`src/rtl/shf_pkg.sv`:
```
package shf_pkg;
  typedef enum logic [1:0] {
    OP_LSL = 2'b00,
    OP_LSR = 2'b01,
    OP_ASR = 2'b10,
    OP_ROR = 2'b11
  } shf_op_e;
endpackage

```
`src/rtl/shf_amt_decode.sv`:
```
module shf_amt_decode #(
  parameter int W     = 32,
  parameter int SRC_W = 32,
  parameter int AMT_W = 8,
  localparam int SH_W = $clog2(W)
) (
  input  logic [SRC_W-1:0] amt_src,
  output logic [SH_W-1:0]  amt_lo,
  output logic             amt_zero,
  output logic             amt_eq_w,
  output logic             amt_gt_w,
  output logic             rot_wrap
);
  logic [AMT_W-1:0] amt;
  logic             unused_hi;

  assign amt       = amt_src[AMT_W-1:0];
  assign unused_hi = ^amt_src[SRC_W-1:AMT_W];
  assign amt_lo    = amt[SH_W-1:0];
  assign amt_zero  = (amt == '0);
  assign amt_eq_w  = (amt == AMT_W'(W));
  assign amt_gt_w  = (amt >  AMT_W'(W));
  assign rot_wrap  = !amt_zero && (amt_lo == '0);
endmodule

```
`src/rtl/shf_barrel.sv`:
```
module shf_barrel #(
  parameter int W = 32,
  localparam int SH_W = $clog2(W)
) (
  input  logic [W:0]      vec_in,
  input  logic [SH_W-1:0] amt,
  input  logic            rot,
  input  logic            fill,
  output logic [W:0]      vec_out
);
  logic [W-1:0] dat;

  always_comb begin
    vec_out = vec_in;
    for (int k = 0; k < SH_W; k++) begin
      if (amt[k]) begin
        if (rot) begin
          dat     = vec_out[W:1];
          dat     = (dat >> (1 << k)) | (dat << (W - (1 << k)));
          vec_out = {dat, 1'b0};
        end else begin
          vec_out = (vec_out >> (1 << k)) |
                    (fill ? ~({(W+1){1'b1}} >> (1 << k)) : '0);
        end
      end
    end
    dat = vec_out[W:1];
  end
endmodule

```
`src/rtl/shf_outsel.sv`:
```
module shf_outsel
  import shf_pkg::*;
#(
  parameter int W = 32
) (
  input  shf_op_e      op,
  input  logic [W-1:0] din,
  input  logic         cin,
  input  logic         amt_zero,
  input  logic         amt_eq_w,
  input  logic         amt_gt_w,
  input  logic         rot_wrap,
  input  logic [W-1:0] sh_data,
  input  logic         sh_guard,
  output logic [W-1:0] dout,
  output logic         cout
);
  always_comb begin
    dout = sh_data;
    cout = sh_guard;
    if (amt_zero) begin
      dout = din;
      cout = cin;
    end else begin
      unique case (op)
        OP_LSL: if (amt_gt_w) begin dout = '0; cout = 1'b0; end
                else if (amt_eq_w) begin dout = '0; cout = din[0]; end
        OP_LSR: if (amt_gt_w) begin dout = '0; cout = 1'b0; end
                else if (amt_eq_w) begin dout = '0; cout = din[W-1]; end
        OP_ASR: if (amt_gt_w || amt_eq_w) begin
                  dout = {W{din[W-1]}};
                  cout = din[W-1];
                end
        OP_ROR: if (rot_wrap) begin dout = din; cout = din[W-1]; end
                else cout = sh_data[W-1];
        default: ;
      endcase
    end
  end
endmodule

```
`src/rtl/reg_shifter.sv`:
```
module reg_shifter
  import shf_pkg::*;
#(
  parameter int W     = 32,
  parameter int SRC_W = 32,
  parameter int AMT_W = 8
) (
  input  logic [W-1:0]     data_in,
  input  logic [SRC_W-1:0] amt_src,
  input  logic [1:0]       op_sel,
  input  logic             carry_in,
  output logic [W-1:0]     data_out,
  output logic             carry_out
);
  localparam int SH_W = $clog2(W);

  shf_op_e         op;
  logic [SH_W-1:0] amt_lo;
  logic            amt_zero, amt_eq_w, amt_gt_w, rot_wrap;
  logic [W-1:0]    din_rev, bar_rev, pre_data, post_data;
  logic [W:0]      bar_out;
  logic            is_left;

  assign op      = shf_op_e'(op_sel);
  assign is_left = (op == OP_LSL);

  shf_amt_decode #(.W(W), .SRC_W(SRC_W), .AMT_W(AMT_W)) u_dec (
    .amt_src (amt_src),
    .amt_lo  (amt_lo),
    .amt_zero(amt_zero),
    .amt_eq_w(amt_eq_w),
    .amt_gt_w(amt_gt_w),
    .rot_wrap(rot_wrap)
  );

  // Left shifts reuse the right-shifting core on bit-reversed words.
  for (genvar i = 0; i < W; i++) begin : g_rev
    assign din_rev[i] = data_in[W-1-i];
    assign bar_rev[i] = bar_out[W-i];
  end

  assign pre_data  = is_left ? din_rev : data_in;
  assign post_data = is_left ? bar_rev : bar_out[W:1];

  shf_barrel #(.W(W)) u_bar (
    .vec_in ({pre_data, 1'b0}),
    .amt    (amt_lo),
    .rot    (op == OP_ROR),
    .fill   ((op == OP_ASR) && data_in[W-1]),
    .vec_out(bar_out)
  );

  shf_outsel #(.W(W)) u_sel (
    .op      (op),
    .din     (data_in),
    .cin     (carry_in),
    .amt_zero(amt_zero),
    .amt_eq_w(amt_eq_w),
    .amt_gt_w(amt_gt_w),
    .rot_wrap(rot_wrap),
    .sh_data (post_data),
    .sh_guard(bar_out[0]),
    .dout    (data_out),
    .cout    (carry_out)
  );
endmodule

```
`config.mk`:
```
export PLATFORM = sky130hd
export DESIGN_NAME = reg_shifter
export DESIGN_NICKNAME = d
export VERILOG_FILES = /design/src/rtl/shf_pkg.sv /design/src/rtl/shf_amt_decode.sv /design/src/rtl/shf_barrel.sv /design/src/rtl/shf_outsel.sv /design/src/rtl/reg_shifter.sv
export SDC_FILE = /design/constraint.sdc
export NUM_CORES = 1
export LEC_CHECK = 0
export BUFFER_PORTS_ARGS = -buffer_cell sky130_fd_sc_hd__buf_2
export CAP_MARGIN = 10
export CORE_ASPECT_RATIO = 1.25
export CORE_MARGIN = 10
export CORE_UTILIZATION = 25
export DETAILED_ROUTE_END_ITERATION = 16
export SLEW_MARGIN = 20
export SYNTH_ARGS = -nofsm -noshare
export SYNTH_HDL_FRONTEND = slang
export SYNTH_HIERARCHICAL = 1
export SYNTH_SLANG_ARGS = --single-unit
export TNS_END_PERCENT = 5
```
`constraint.sdc`:
```
create_clock -name vclk -period 8.65
set_input_delay 0.4325 -clock vclk [all_inputs]
set_output_delay 0.4325 -clock vclk [all_outputs]
set_load 0.05 [all_outputs]
```
# == Word level (Yosys, flattened, before mapping) ==
# Cells that the tools add are included.
# op_classes
eq_ne,4
bitwise,10
n_lt_le_gt_ge,1
n_reduce_logical,8
muxes,31
# op_table
op,n
$mux W33,15
$mux W32,7
$pmux W32 S3,1
$or A17 B33 Y33,1
$or A25 B33 Y33,1
$or A29 B33 Y33,1
$or A31 B33 Y33,1
$or A32 B33 Y33,1
$or A16 B32 Y32,1
$or A24 B32 Y32,1
$or A28 B32 Y32,1
$or A30 B32 Y32,1
$or A31 B32 Y32,1
$eq A8 B6 Y1 const B,1
$gt A8 B6 Y1 const B,1
$logic_not A8 Y1,1
$mux W1,7
$logic_not A5 Y1,1
$eq A2 B2 Y1 const B,2
$pmux W1 S4,1
$eq A2 B1 Y1 const B,1
$logic_and A1 B1 Y1,2
$logic_not A2 Y1,1
$reduce_or A2 Y1,1
other kinds (2),2
# totals
output_inout_bits,33
wordCells,54
regBits,0

# == Logic depth before layout (Yosys ltp) ==
# Gate-level depths: netlist of the first run.
# logic_depth
word_depth,23
mapped_depth,13
ltp_nobuf,11

# == Modules after synthesis ==
# Netlist of the first run, hierarchy kept.
# by_module_without_submodules
mod,area_per_inst_um2,cells_per_inst,n_inst
shf_barrel,2494.9,297,1
reg_shifter,1107.3,74,1
shf_outsel,556.8,61,1
shf_amt_decode,106.4,14,1

# == Worst setup path after synthesis of the first run ==
# OpenSTA, ideal clock, no wires.
# synth_timing
kind,input port to output port
from,input op_sel[1]
to,output carry_out
path_slack_ns,4.807
t_arrival_ns,3.411
cell_stages,12
path_buffers,1
cell_sequence,nor2_8 > buf_12 > mux2_4 > mux4_1 > mux2i_1 > mux2_2 > a21o_1 > o21ai_0 > mux2_2 > mux2_2 > a31oi_1 > a32oi_1
# synth_via
elab_cells_between_ends,40
classes_between,3 x eq/ne; 25 x mux; 10 x bitwise; 2 x reduce/logical
# synth_lines
item,line,rtl
start: declaration,reg_shifter.sv:10,"input logic [1:0] op_sel,"
$logic_not A2 Y1 (*),reg_shifter.sv:25,assign is_left = (op == OP_LSL);
$mux W32 (*),reg_shifter.sv:42,assign pre_data = is_left ? din_rev : data_in;
via pre_data[18],reg_shifter.sv:20,"logic [W-1:0] din_rev, bar_rev, pre_data, post_data;"
$or A32 B33 Y33 or $or A31 B32 Y32 (tied branches),"shf_barrel.sv:22, shf_barrel.sv:19",
$mux W33 (*),shf_barrel.sv:17,if (rot) begin
$mux W33 (*),shf_barrel.sv:16,if (amt[k]) begin
$or A31 B33 Y33 or $or A30 B32 Y32 (tied branches),"shf_barrel.sv:22, shf_barrel.sv:19",
$mux W33 (*),shf_barrel.sv:17,
[4 not listed],--,
$mux W33 (*),shf_barrel.sv:17,
$mux W33 (*),shf_barrel.sv:16,
via bar_out[32],reg_shifter.sv:21,logic [W:0] bar_out;
$mux W32 (*),reg_shifter.sv:43,assign post_data = is_left ? bar_rev : bar_out[W:1];
via post_data[31],reg_shifter.sv:20,
$mux W1 (*),shf_outsel.sv:34,OP_ROR: if (rot_wrap) begin dout = din; cout = din[W-1]; end
$pmux W1 S4 (*),shf_outsel.sv:25,unique case (op)
$mux W1 (*),shf_outsel.sv:21,if (amt_zero) begin
end: declaration,reg_shifter.sv:13,output logic carry_out
# The timed path passes the listed nets; every way through them passes the cells marked *.

# == Worst setup path in the final report of the first run ==
# layout_timing
from,input op_sel[1]
to,output carry_out
# layout_via
elab_cells_between_ends,40
classes_between,3 x eq/ne; 25 x mux; 10 x bitwise; 2 x reduce/logical
# layout_lines
item,line,rtl
$logic_not A2 Y1,reg_shifter.sv:25,
$mux W32,reg_shifter.sv:42,
via pre_data[7],reg_shifter.sv:20,
$mux W33 (3 in series),shf_barrel.sv:16,
$or A24 B32 Y32,shf_barrel.sv:19,dat = (dat >> (1 << k)) | (dat << (W - (1 << k)));
$mux W33,shf_barrel.sv:17,
$mux W33 (2 in series),shf_barrel.sv:16,
via bar_out[32],reg_shifter.sv:21,
$mux W32,reg_shifter.sv:43,
via post_data[31],reg_shifter.sv:20,
$mux W1,shf_outsel.sv:34,
$pmux W1 S4,shf_outsel.sv:25,
$mux W1,shf_outsel.sv:21,
# The timed path passes the listed nets, and every way through them passes these cells.

==> metrics, run 1 <==
wire per inst about 22 um; crit path max fanout 40; Comb power frac 100.0%; Final WS setup ~3.4 ns; cts repair resizes 0; # diodes 0; post-CTS setup buffers 0; nets@finish between 500 and 600; total of max-cap violations 0; pwr dens about 91 mW/mm^2; pin count of the biggest net entering global routing 55; die area 0.0227 sq mm; sequential share of power 0%; Yosys cell types 60; Hold Vio Cnt, Final 0; crit end category output pin; Crit-path slowest cell buf_4; port bufs 76; Core ar. between 0.015 and 0.02 sq mm; post-synthesis adder-cell area fraction 0%; Mapped Area between 0.004 and 0.005 sq mm; average size of a mapped cell 9.56 sq um; RSZ-0062 raised after global routing false; total wire length 15.2 mm; Detail Route Antenna Nets 0; global-route total usage across every layer around an eighth; synth top area cells mux2_4 22%, mux2i_1 9.6%, mux4_1 9.2%; seq_cells 0; xor and xnor area share after synthesis 0%; top cell type's share of synthesized area 21.8%; Yosys top cell by area mux2_4; Worst-Margin Slew about 0.95 ns; Post-Syn Instances about 450; DIE HEIGHT 166 um; routed vias/inst between 5 and 6; Area Growth Syn to Fin 6.48%; residual DRC count 0; Starting Density between 20% and 30%; Slew HR a little over a third; hpwl dp roughly 12 mm; TritonRoute pass-1 iters 5; vias ~4100; switching power of the nets around 0.24 mW; hold buffers post-CTS 0; total gr overflow 0; crit start category primary input; Hold WC Path Type in -> out; Clock power frac 0%; vias in the first global route around 4000; Pins Over Slew Limit 0; Int Power 0.167 mW; CP arrival ~4.8 ns; Synth Area in Compound Gates between 20 and 30%; post-synthesis mux area share 52.6%; layout cells sized above 1 between 40% and 50%; required time of the critical path around 8.2 ns; Fmax 0.191 GHz; Place WS approximately 3.4 ns; sequential area share after synthesis 0%; Die Width about 140 um; GPL Wtd Cong approximately 0.96; simple-gate share of the synthesized area about an eighth; syn_nets 513; initial antenna violation count 0; final hold slack ~1.2 ns; Reg area 0 sq um; Critical Path Max Stage Delay about 0.66 ns; Tmin final between 5 and 6 ns; Ys Warns 6; CP Class in -> out; final worst-path cycle share 60.6%; Leakage approximately 1.9 nW; worst vdd ir 0.0601 mV; DRT iter0 DRCs around 370; first-pass GRT wire length about 23 mm; Ports 100; outcome finished, final reports clean; clkbuf count 0; Sw Share about three fifths; main combinational cell family by area after synthesis multiplexers; # fillers around 1800; Multi-input gate area between 0.003 and 0.004 sq mm; Setup Viol. Count Final 0; num rows 53; Setup TNS 0 ns; CP Cell Sequence buf_2 > nor2_8 > buf_4 > mux2_4 > mux4_2 > mux2i_1 > o21ai_0 > a21oi_1 > o21ai_0 > mux2_2 > mux2_2 > a31oi_1 > a32oi_1 > buf_2
[worst paths after layout]
kind,slack (ns),startpoint,endpoint,cells after the start
setup / recovery,3.41,op_sel[1],carry_out,14
hold / removal,1.24,carry_in,carry_out,4
[critical path: cells and delay by family]
kind	cells	cell delay (ns)
multiplexers	5	1.93
buffers and inverters	3	1.07
AO/OA/AOI/OAI	5	0.87
AND/OR/NAND/NOR	1	0.47
[cells in the mapped netlist (all sizes together), types with 3 or more instances]
cell type  instances
a221o             32
nand3b             3
o22ai             12
inv                4
nor2b              6
mux2              85
nand2b             5
clkbuf            15
a221oi            12
and3               3
o32ai              4
mux4              26
a31oi              4
a21o               5
nor2              26
mux2i             41
a211oi             5
a21oi             22
o21ai             23
nor4               3
nor3               8
nand3              5
o22a               3
buf               38
o21a               3
nand2             21
or2                3
and2               5
a2111oi            3
[per-layer routing]
layer | up-vias | global-route usage [%] | part of all wire (%)
met5 | - | 0 | 0
met4 | 0 | 5.05 | 4.8
met3 | 35 | 0.605 | 3.4
met2 | 151 | 24.4 | 55
met1 | 1998 | 13.7 | 37
li1 | 1890 | - | -
[layout by cell type (no fill, tap or decap), drive strengths merged, types with 4 or more instances in the layout]
cell type	netlist	routed
mux4	26	26
and2	5	5
a211oi	5	5
mux2i	41	41
a21oi	22	22
o21ai	23	23
o22ai	12	12
nand2	21	21
nor3	8	8
a31oi	4	4
buf	38	82
inv	4	4
a221o	32	32
mux2	85	85
nand2b	5	5
a221oi	12	12
nor2	26	26
a21o	5	5
nand3	5	5
nor2b	6	6
o32ai	4	4
[through the flow]
step           util, %  cell area (sq um)  std cells  power, mW
4_1_cts           27.1               4540        695      0.408
5_1_grt           27.1               4540        695      0.434
3_5_place_dp      27.1               4540        695      0.407
2_1_floorplan        -               4270        446      0.321
3_3_place_gp      27.1               4540        695      0.407
6_report          27.1               4540        695      0.412
[kinds of logic after synthesis]
family          count (synthesis)
other cells                     1
buf+inv                        58
mux                           152
simple gates                   94
compound gates                141
[cell type report]
type	count	share of cell area (%)
multi-input cells	388	84.2
repair buffers	82	9.37
well taps	220	6.06
inverters	5	0.413
[power by group through the flow]
stage | Sequential, mW | Combinational [mW] | Clock, mW
floorplan | 0 | 0.321 | 0
global placement | 0 | 0.407 | 0
detailed placement | 0 | 0.407 | 0
CTS | 0 | 0.408 | 0
global route | 0 | 0.434 | 0
finish | 0 | 0.412 | 0
(Power assumes the default switching activity.)
==> inputs of run 2 (changes only) <==
==> constraint.sdc (replaced) <==
create_clock -name vclk -period 4.3
set_input_delay 0.215 -clock vclk [all_inputs]
set_output_delay 0.215 -clock vclk [all_outputs]
set_load 0.05 [all_outputs]
==> run 2 against run 1 <==
Via count rose by 3.0%. Sequential share of layout area did not move. Cell count rose by 1.3%. Die area did not move. Non-clock buffer count rose by 9. Global-route usage rose by 0.056 points. Worst hold slack got worse by 0.43 ns. Critical endpoint unchanged. Cell area rose by 2.3%. Clock-buffer cell count did not move. Largest power group unchanged. Routed wire length rose by 1.9%. First-iteration DRC count rose by 31%.
==> metrics, run 2 (synthesized netlist as in run 1, its figures left out) <==
required time of the critical path 4.09 ns; CP Class in -> out; hold buffers post-CTS 0; Comb power frac 100.0%; Core ar. ~0.017 sq mm; Multi-input gate area ~0.0038 sq mm; most frequent cells in the layout 76 x buf_2, 62 x mux2_4, 41 x mux2i_1; Pins Over Slew Limit 0; Clock power frac 0%; Reg area 0 sq um; total gr overflow 0; sequential share of power 0%; outcome finished, final reports clean; Ports 100; Hold WC Path Type in -> out; crit-path leading delay family multiplexers; Detail Route Antenna Nets 0; total of max-cap violations 0; crit end category output pin; DIE HEIGHT 166 um; residual DRC count 0; Slew HR between 30% and 40%; pin count of the biggest net entering global routing around 50; vias in the first global route ~4100; CP arrival roughly 3.7 ns; crit start category primary input; CP Cell Sequence buf_2 > nor2_8 > buf_12 > mux2_4 > mux4_1 > mux2i_1 > mux2_2 > a21o_1 > o21ai_0 > mux2_2 > mux2_2 > a31oi_1 > a32oi_1 > buf_2; die area approximately 0.023 sq mm; Final WS setup around 0.38 ns; global-route total usage across every layer roughly an eighth; Int Power ~0.35 mW; Critical Path Max Stage Delay between 0.5 and 0.6 ns; Leakage around 2 nW; GPL Wtd Cong between 0.9 and 1; Die Width roughly 140 um; TritonRoute pass-1 iters 5; nets@finish 553; post-CTS setup buffers 0; Tmin final between 3 and 4 ns; initial antenna violation count 0; first-pass GRT wire length around 24 mm; switching power of the nets 0.497 mW; Setup Viol. Count Final 0; worst vdd ir a little over 0.08 mV; Place WS 0.412 ns; # diodes 0; wire per inst between 20 and 25 um; crit path max fanout 40; cts repair resizes 0; total wire length 15.5 mm; Starting Density approximately a quarter; num rows between 50 and 60; most common cell after layout, fill and taps aside buf_2; RSZ-0062 raised after global routing false; DRT iter0 DRCs 480; # fillers about 1800; Worst-Margin Slew roughly 1.0 ns; port bufs between 70 and 80; layout cells sized above 1 roughly two fifths; Fmax 0.255 GHz; hold path startpoint carry_in; Hold Vio Cnt, Final 0; hold path cells 4; clkbuf count 0; Crit-path slowest cell mux4_1; Area Growth Syn to Fin 8.95%; Worst Path Buf+Inv 3; Sw Share about three fifths; vias between 4000 and 5000; hpwl dp ~12 mm; pwr dens about 180 mW/mm^2; routed vias/inst between 5 and 6; WHS Endpoint carry_out; seq_cells 0; Most common cell on crit path mux2_2; final worst-path cycle share roughly nine tenths; Setup TNS 0 ns
-- run 2: cell count changes in the layout (fill, tap and decap cells not counted), sizes merged --
cell / delta
buf: +9
-- run 2: power groups by stage --
stage / clock network, mW / logic [mW] / registers (mW)
after global routing: 0 / 0.887 / 0
after detailed placement: 0 / 0.834 / 0
after global placement: 0 / 0.831 / 0
after floorplan: 0 / 0.645 / 0
after CTS: 0 / 0.836 / 0
final: 0 / 0.844 / 0
-- run 2: worst max-delay path by stage --
| stage | cells after the start | start | end | slack [ns] |
|---|---|---|---|---|
| floorplan | 12 | op_sel[1] | carry_out | 0.89 |
| CTS | 14 | op_sel[1] | carry_out | 0.40 |
| global placement | 14 | op_sel[1] | carry_out | 0.47 |
| detailed placement | 14 | op_sel[1] | carry_out | 0.41 |
| global route | 14 | op_sel[1] | carry_out | 0.21 |
| finish | 14 | op_sel[1] | carry_out | 0.38 |
-- run 2: layout make-up --
| type | instances | share of cell area, % |
|---|---|---|
| inverters | 5 | 0.404 |
| multi-input cells | 388 | 82.3 |
| well taps | 220 | 5.92 |
| repair buffers | 91 | 11.4 |
-- run 2: per-stage QoR --
stage	hold WS [ns]	std cells	util [%]	area, sq um	power (mW)
6_report	0.810	704	27.7	4650	0.844
5_1_grt	0.865	704	27.7	4650	0.887
4_1_cts	0.812	704	27.7	4650	0.836
3_5_place_dp	0.812	704	27.7	4650	0.834
3_3_place_gp	0.809	704	27.7	4650	0.831
2_1_floorplan	0.716	446	-	4270	0.645
-- run 2: routing by layer --
metal / vias up / share of wire, % / GRT usage [%]
met1: 2061 / 37 / 14.2
met2: 180 / 54 / 23.4
met5: - / 0 / 0
met3: 48 / 4.0 / 0.666
li1: 1907 / - / -
met4: 0 / 5.7 / 6.34
